$ cat config.mk
export PLATFORM = sky130hd
export DESIGN_NAME = rmw_atomic_unit
export DESIGN_NICKNAME = d
export VERILOG_FILES = /design/src/rtl/rmw_pkg.sv /design/src/rtl/rmw_mem.sv /design/src/rtl/rmw_alu.sv /design/src/rtl/rmw_seq.sv /design/src/rtl/rmw_atomic_unit.sv
export SDC_FILE = /design/constraint.sdc
export NUM_CORES = 1
export LEC_CHECK = 0
export BUFFER_PORTS_ARGS = -buffer_cell sky130_fd_sc_hd__buf_2
export CORE_MARGIN = 4
export CORE_UTILIZATION = 60
export CTS_BUF_LIST = sky130_fd_sc_hd__clkbuf_8 sky130_fd_sc_hd__clkbuf_16
export CTS_CLUSTER_SIZE = 8
export DETAILED_ROUTE_END_ITERATION = 8
export PLACE_DENSITY = 0.79
export SLEW_MARGIN = 20
export SYNTH_ARGS = -nofsm -noshare
export SYNTH_HDL_FRONTEND = slang
export SYNTH_SLANG_ARGS = --single-unit
export TNS_END_PERCENT = 100
$ cat constraint.sdc
create_clock -name clk -period 5.9 [get_ports clk]
set_clock_uncertainty 0.15 [all_clocks]
set_input_delay 1.475 -clock clk [delete_from_list [all_inputs] [get_ports clk]]
set_output_delay 1.475 -clock clk [all_outputs]
set_load 0.05 [all_outputs]
$ cat src/rtl/rmw_pkg.sv
package rmw_pkg;

    typedef enum logic [2:0] {
        OP_LOAD  = 3'd0,
        OP_STORE = 3'd1,
        OP_TAS   = 3'd2,
        OP_FAA   = 3'd3,
        OP_SWAP  = 3'd4,
        OP_CAS   = 3'd5
    } rmw_op_e;

    // control outcome of one operation
    typedef struct packed {
        logic wr;        // write back the new value
        logic ok;        // compare-and-swap matched
        logic err;       // opcode not recognised
        logic zero_data; // response carries 0 instead of the old word
    } rmw_ctl_t;

    function automatic logic op_known(input logic [2:0] code);
        return code <= 3'd5;
    endfunction

endpackage

$ cat src/rtl/rmw_mem.sv
module rmw_mem #(
    parameter int W     = 32,
    parameter int DEPTH = 16,
    localparam int AW   = $clog2(DEPTH)
) (
    input  logic          clk,
    input  logic          rst,
    input  logic [AW-1:0] rd_addr,
    output logic [W-1:0]  rd_data,
    input  logic          wr_en,
    input  logic [AW-1:0] wr_addr,
    input  logic [W-1:0]  wr_data
);
    logic [W-1:0] words [DEPTH];

    for (genvar g = 0; g < DEPTH; g++) begin : g_word
        always_ff @(posedge clk) begin
            if (rst)
                words[g] <= '0;
            else if (wr_en && wr_addr == AW'(g))
                words[g] <= wr_data;
        end
    end

    assign rd_data = words[rd_addr];
endmodule

$ cat src/rtl/rmw_alu.sv
module rmw_alu
    import rmw_pkg::*;
#(
    parameter int W = 32
) (
    input  logic [2:0]   op,
    input  logic [W-1:0] old_val,
    input  logic [W-1:0] opa,
    input  logic [W-1:0] opb,
    output logic [W-1:0] new_val,
    output rmw_ctl_t     ctl
);
    always_comb begin
        new_val = old_val;
        ctl     = '{wr: 1'b0, ok: 1'b0, err: 1'b0, zero_data: 1'b0};
        if (!op_known(op)) begin
            ctl.err       = 1'b1;
            ctl.zero_data = 1'b1;
        end else begin
            unique case (rmw_op_e'(op))
                OP_LOAD: ;
                OP_STORE: begin
                    new_val       = opa;
                    ctl.wr        = 1'b1;
                    ctl.zero_data = 1'b1;
                end
                OP_TAS: begin
                    new_val = W'(1);
                    ctl.wr  = (old_val == '0);
                end
                OP_FAA: begin
                    new_val = old_val + opa;
                    ctl.wr  = 1'b1;
                end
                OP_SWAP: begin
                    new_val = opa;
                    ctl.wr  = 1'b1;
                end
                OP_CAS: begin
                    new_val = opb;
                    ctl.ok  = (old_val == opa);
                    ctl.wr  = (old_val == opa);
                end
                default: ;
            endcase
        end
    end
endmodule

$ cat src/rtl/rmw_seq.sv
module rmw_seq (
    input  logic clk,
    input  logic rst,
    input  logic req_valid,
    output logic req_ready,
    output logic accept,
    output logic in_write
);
    typedef enum logic {ST_IDLE, ST_WRITE} st_e;
    st_e st;

    assign req_ready = (st == ST_IDLE);
    assign accept    = req_valid && req_ready;
    assign in_write  = (st == ST_WRITE);

    always_ff @(posedge clk) begin
        if (rst)
            st <= ST_IDLE;
        else if (accept)
            st <= ST_WRITE;
        else
            st <= ST_IDLE;
    end

    // no second acceptance in the cycle after one
    p_no_back_to_back_r2: assert property (@(posedge clk) disable iff (rst)
        accept |=> !accept);
endmodule

$ cat src/rtl/rmw_atomic_unit.sv
module rmw_atomic_unit
    import rmw_pkg::*;
#(
    parameter int W     = 32,
    parameter int DEPTH = 16,
    localparam int AW   = $clog2(DEPTH)
) (
    input  logic          clk,
    input  logic          rst,
    input  logic          req_valid,
    output logic          req_ready,
    input  logic [2:0]    req_op,
    input  logic [AW-1:0] req_addr,
    input  logic [W-1:0]  req_opa,
    input  logic [W-1:0]  req_opb,
    output logic          rsp_valid,
    output logic [W-1:0]  rsp_data,
    output logic          rsp_status,
    output logic          rsp_err
);
    logic          accept, in_write;
    logic [2:0]    op_q;
    logic [AW-1:0] addr_q;
    logic [W-1:0]  opa_q, opb_q, old_q, rd_data, new_val;
    rmw_ctl_t      ctl;
    logic          wr_en;

    rmw_seq u_seq (
        .clk(clk), .rst(rst), .req_valid(req_valid),
        .req_ready(req_ready), .accept(accept), .in_write(in_write)
    );

    rmw_mem #(.W(W), .DEPTH(DEPTH)) u_mem (
        .clk(clk), .rst(rst), .rd_addr(req_addr), .rd_data(rd_data),
        .wr_en(wr_en), .wr_addr(addr_q), .wr_data(new_val)
    );

    rmw_alu #(.W(W)) u_alu (
        .op(op_q), .old_val(old_q), .opa(opa_q), .opb(opb_q),
        .new_val(new_val), .ctl(ctl)
    );

    assign wr_en = in_write && ctl.wr;

    // read cycle: capture the request and the addressed word
    always_ff @(posedge clk) begin
        if (rst) begin
            op_q   <= '0;
            addr_q <= '0;
            opa_q  <= '0;
            opb_q  <= '0;
            old_q  <= '0;
        end else if (accept) begin
            op_q   <= req_op;
            addr_q <= req_addr;
            opa_q  <= req_opa;
            opb_q  <= req_opb;
            old_q  <= rd_data;
        end
    end

    // write cycle: commit and register the response
    always_ff @(posedge clk) begin
        if (rst) begin
            rsp_valid  <= 1'b0;
            rsp_data   <= '0;
            rsp_status <= 1'b0;
            rsp_err    <= 1'b0;
        end else begin
            rsp_valid <= in_write;
            if (in_write) begin
                rsp_data   <= ctl.zero_data ? '0 : old_q;
                rsp_status <= ctl.ok;
                rsp_err    <= ctl.err;
            end
        end
    end

    // response follows acceptance after two edges, for one cycle
    p_rsp_latency_r2: assert property (@(posedge clk) disable iff (rst)
        accept |=> ##1 rsp_valid);
    p_rsp_single_r2: assert property (@(posedge clk) disable iff (rst)
        rsp_valid |=> !rsp_valid);
    // test-and-set commits only onto a zero word, and commits 1
    p_tas_on_zero_r5: assert property (@(posedge clk) disable iff (rst)
        (wr_en && op_q == OP_TAS) |-> (old_q == '0 && new_val == W'(1)));
    // failed compare-and-swap and errors leave memory alone
    p_no_write_on_fail_r9: assert property (@(posedge clk) disable iff (rst)
        (rsp_valid && (rsp_err || ($past(op_q) == OP_CAS && !rsp_status)))
            |-> !$past(wr_en));
    // status and error never together
    p_status_err_excl_r10: assert property (@(posedge clk) disable iff (rst)
        rsp_valid |-> !(rsp_status && rsp_err));
endmodule

# Yosys cells after proc, flatten, opt, wreduce, memory -nomap -nowiden
# Memories as Yosys holds them, arrays and structs flattened. A register that Yosys moved wholly into a read port is not among the register bits.
# Index checks and enable logic that the tools add are counted.
# word_totals
regBits,107
mem_bits_rw,512
n_memories,1
# mem_list
name,words,word_bits,rd,rd_clocked_by_memory_dff,write_ports,line_no,source
u_mem.words,16,32,1,1,16,rmw_mem.sv:14,logic [W-1:0] words [DEPTH];
# classes
add_sub_neg,1
order_cmp,1
n_eq_ne,21
n_mux,76
bitwise,17
n_reduce_logical,22
# ops
op,count
32-bit two-way mux,18
32-bit case mux with 4 select lines,1
1-bit two-way mux,55
32-bit adder,1
32-bit equality test,1
"4-bit equality test, second input constant",8
32-bit logical NOT,1
1-bit logical AND,18
"4-bit by 3-bit equality test with 1-bit output, second input constant",4
1-bit bitwise OR,16
"4-bit by 2-bit equality test with 1-bit output, second input constant",2
"3-bit by 2-bit equality test with 1-bit output, second input constant",2
"3-bit equality test, second input constant",2
"4-bit by 1-bit equality test with 1-bit output, second input constant",1
4-bit logical NOT,1
"3-bit by 1-bit equality test with 1-bit output, second input constant",1
"3-bit <= comparator, second input constant",1
1-bit case mux with 3 select lines,1
3-bit OR reduction,1
2-bit two-way mux,1
2-bit OR reduction,1
1-bit NOT,1

# Longest topological paths before layout
# logic_depth
word_depth,10
depth_mapped,12

# By module
# Synthesis repeated with hierarchy kept, for this count alone.
# unflattened
cells_unflattened,2422
area_unflattened_um2,31216.2
# by_module_without_submodules
mod,n_inst,cells_each,area_per_inst_um2,seq_area_each_um2
rmw_mem,1,1425,22909.5,15374.7
rmw_atomic_unit,1,486,5077.4,2762.6
rmw_alu,1,507,3186.8,0.0
rmw_seq,1,4,42.5,20.0

# Worst setup path after synthesis
# No wires, ideal clock.
# synth_path
path_kind,reg-to-reg
startpoint,"register old_q[20], read port of u_mem.words"
endpoint,memory u_mem.words[15][0] (enable)
setup_ps,428
t_arrival_ps,3719
slack_ps,1603
path_stages_with_launch,10
path_buffers,2
period_less_slack_ps,4297
cell_sequence,dfxtp_1 ha_1 buf_2 or4_1 nor4_1 o311a_1 and2_1 buf_2 nand2_1 o21bai_1
# synth_lines
element,line_no,source
start: declaration,rmw_atomic_unit.sv:24,"logic [W-1:0] opa_q, opb_q, old_q, rd_data, new_val;"
end: declaration,rmw_mem.sv:14,

==> metrics.yaml <==
place:
  dpl_cell_area_mm2: 0.03106
  port_buffers: 109
  dp.cells: 3058
  place_congestion: 0.9528
  post-dp-hpwl_mm: 55.17
drt:
  wire_per_inst_um: 28.31
  drt.antenna.violating_nets: 0
  drcViolationCount: 0
  drt-initial-drc-count: 2661
  wl_mm: 89.96
  vias: 21359
  first_pass_iters: 6
  avgViaCountPerCell: 6.721
setup_path:
  required_ps: 6060
  start_kind: "register"
  worstReg2RegStart: "old_q[5]$_SDFFE_PP0P_"
  cp_max_fo: 20
  path_class: "reg -> reg"
  rrSetupSlack_ps: 790
  critPathArrivalTime_ps: 5270
  crit_path_start: "old_q[5]$_SDFFE_PP0P_"
  worstSetupEndpointType: "register"
grt:
  grt_max_degree: 108
  grt_pass1_wl_mm: 134.6
  grt-ovfl-total: 0
  antenna_found_initial: 4
  grt_pass1_vias: 21343
  track_usage: 0.3379
pwr:
  p_int_mw: 8.343
  power_density_mw_per_mm2: 330.6
  pwr-share-clk: 0.428
  p_leak_nw: 12.39
  power_mw: 11.13
  combPwrFrac: 0.103
  vdd_ir_drop_max_mv: 0.2108
  switchingPower_mw: 2.782
  power_frac_seq: 0.469
  p_sw_frac: 0.2501
clocking:
  post-cts-setup-buffers: 0
  clk_latency_ps: 640
  cts_tree: "built"
  cts.reportedPaths.clkPinSlew_ps: 50
  clockBufferDepth: 3
  root_buffer: "clkbuf_16"
  cts.sinks: 651
  cts_resized: 0
  cts_made_buffers: 91
  postCtsHoldBufs: 0
  htreeDepth: 3
logic_synthesis:
  synth_flop_cell: "edfxtp_1"
  syn_nets: 2542
  syn_avg_cell_area_um2: 12.25
  synth_seq_cells: 651
  async_reset_ff_frac: 0
  syn_inst: 2436
  yosysWarningCount: 0
  netlist_top_cells_area: "edfxtp_1, mux4_2, dfxtp_1, nor2_1, nand2_1"
  ys_types: 76
  yosysMostFrequentCell: "nor2_1"
  synth_area_mm2: 0.02985
  synth_top_area_frac: 0.5150
  synth_edf_count: 512
  ys_top_cells_by_count: "nor2_1, edfxtp_1, nand2_1"
  ys_seq_area_frac: 0.6083
  yosysTopAreaCell: "edfxtp_1"
final_layout:
  final_nets: 2594
  area.growth.synth_to_final_pct: 12.72
  drive_gt1_frac: 0.1935
  fillCellCount: 3320
  fin_cells: 3178
  post-route-cell-area_mm2: 0.03365
sta:
  hold_viol: 0
  rsz0062_at_grt: "false"
  worst_pin_slew_ps: 1171
  slew_headroom: 0.2193
  fin_tns_setup_ps: 0
  max_freq_ghz: 0.1955
  holdWs_ps: 308.6
  slew_viol_final: 0
  setup_viol: 0
  min_period_ps: 5115
  finalCritPeriodShare: 0.8669
outcome:
  status: "completed"
die:
  fp.dieW_um: 231.1
  die_area_mm2: 0.05338
  io_pins: 110
  die_h_um: 231.1
  start_util: 0.6086
  fp.coreArea_mm2: 0.04905
  num_rows: 81
worst_hold_path:
  hp-start: "opb_q[0]$_SDFFE_PP0P_"
  hold_path.class: "reg -> reg"
flow_run:
  drv_cap: 0
[layout make-up]
type                    instances  area, um^2  share of cell area
diodes                          2       5.005           0.0001487
inverters                      19       71.32            0.002120
flip-flops and latches        651       18160              0.5397
well taps                     664       830.8             0.02469
repair buffers                171        1152             0.03425
multi-input cells            1554       10880              0.3235
clock buffers                  94        2352             0.06991
clock inverters                23       193.9            0.005764
[power groups by stage]
| stage | Sequential [mW] | Combinational, mW | Clock [mW] |
|---|---|---|---|
| after CTS | 5.21 | 1.13 | 4.78 |
| after global routing | 5.22 | 1.21 | 4.97 |
| after detailed placement | 5.29 | 1.12 | 0 |
| final | 5.21 | 1.15 | 4.76 |
| after floorplan | 5.26 | 0.728 | 0 |
| after global placement | 5.28 | 1.09 | 0 |
[cells in the final DEF (no fill, tap or decap), types with 7 or more instances in the layout]
cell type | netlist | routed
a22oi_1 | 32 | 32
xor2_1 | 7 | 7
ha_1 | 31 | 31
mux4_2 | 160 | 160
nand3_1 | 24 | 18
buf_4 | 1 | 53
nand2b_1 | 10 | 10
dfxtp_1 | 139 | 138
nor4_1 | 19 | 19
edfxtp_1 | 512 | 512
o22ai_1 | 13 | 13
and3_1 | 9 | 9
xnor2_1 | 7 | 7
nand2_1 | 256 | 255
a21o_1 | 24 | 16
nand4_1 | 8 | 8
a21o_2 | 0 | 8
a21oi_1 | 185 | 185
inv_1 | 18 | 36
nor3_1 | 11 | 10
nand4b_1 | 8 | 8
o21ai_0 | 31 | 31
a211oi_1 | 11 | 11
buf_2 | 64 | 106
mux2i_1 | 10 | 9
nor2_1 | 552 | 552
nor2b_1 | 13 | 12
o221ai_1 | 16 | 14
clkbuf_16 | 0 | 94
buf_12 | 0 | 8
o21bai_4 | 0 | 8
[critical path, stage by stage, from the launching register on]
cell	delay, ps
dfxtp_1	380
nor4_1	880
nand4_1	390
nor4_1	330
and3_1	180
o311a_1	250
nor2b_1	660
nand2_1	420
o21bai_4	770
buf_4	370
[path summary, 6_finish.rpt]
kind	end	cells past startpoint
max	u_mem.words[6][24]$_SDFFCE_PN0P_	9
min	opb_q[0]$_SDFFE_PP0P_	2
max reg2reg	u_mem.words[6][24]$_SDFFCE_PN0P_	9
min reg2reg	opb_q[0]$_SDFFE_PP0P_	2
[per-layer routing]
metal	global-route usage	wire length, um	vias up
li1	-	-	9012
met1	0.4440	32580	10643
met2	0.5541	44140	1446
met3	0.07989	9620	252
met4	0.1304	3578	6
met5	0	44	-
[stage by stage]
| stage | setup WS [ps] | utilization |
|---|---|---|
| 5_1_grt | 556.8 | 0.6859 |
| 3_3_place_gp | 1044 | 0.6324 |
| 4_1_cts | 777.4 | 0.6851 |
| 2_1_floorplan | 1603 | - |
| 6_report | 785.4 | 0.6860 |
| 3_5_place_dp | 850.8 | 0.6332 |
[cell families after synthesis]
family	synth area share
simple gates	0.1301
fa+ha+maj	0.01366
mux	0.1241
buf+inv	0.03362
xor+xnor	0.004108
flops	0.6083
compound gates	0.08622
[sequential cells by signal (all words and copies together), names as in the netlist]
| name | count |
|---|---|
| old_q | 32 |
| opa_q | 32 |
| rsp_err | 1 |
| op_q | 3 |
| opb_q | 32 |
| rsp_valid | 1 |
| u_seq.in_write | 1 |
| rsp_data | 32 |
| u_mem.words | 512 |
| addr_q | 4 |
| rsp_status | 1 |
Note: power is estimated with default switching activity, not from simulation.
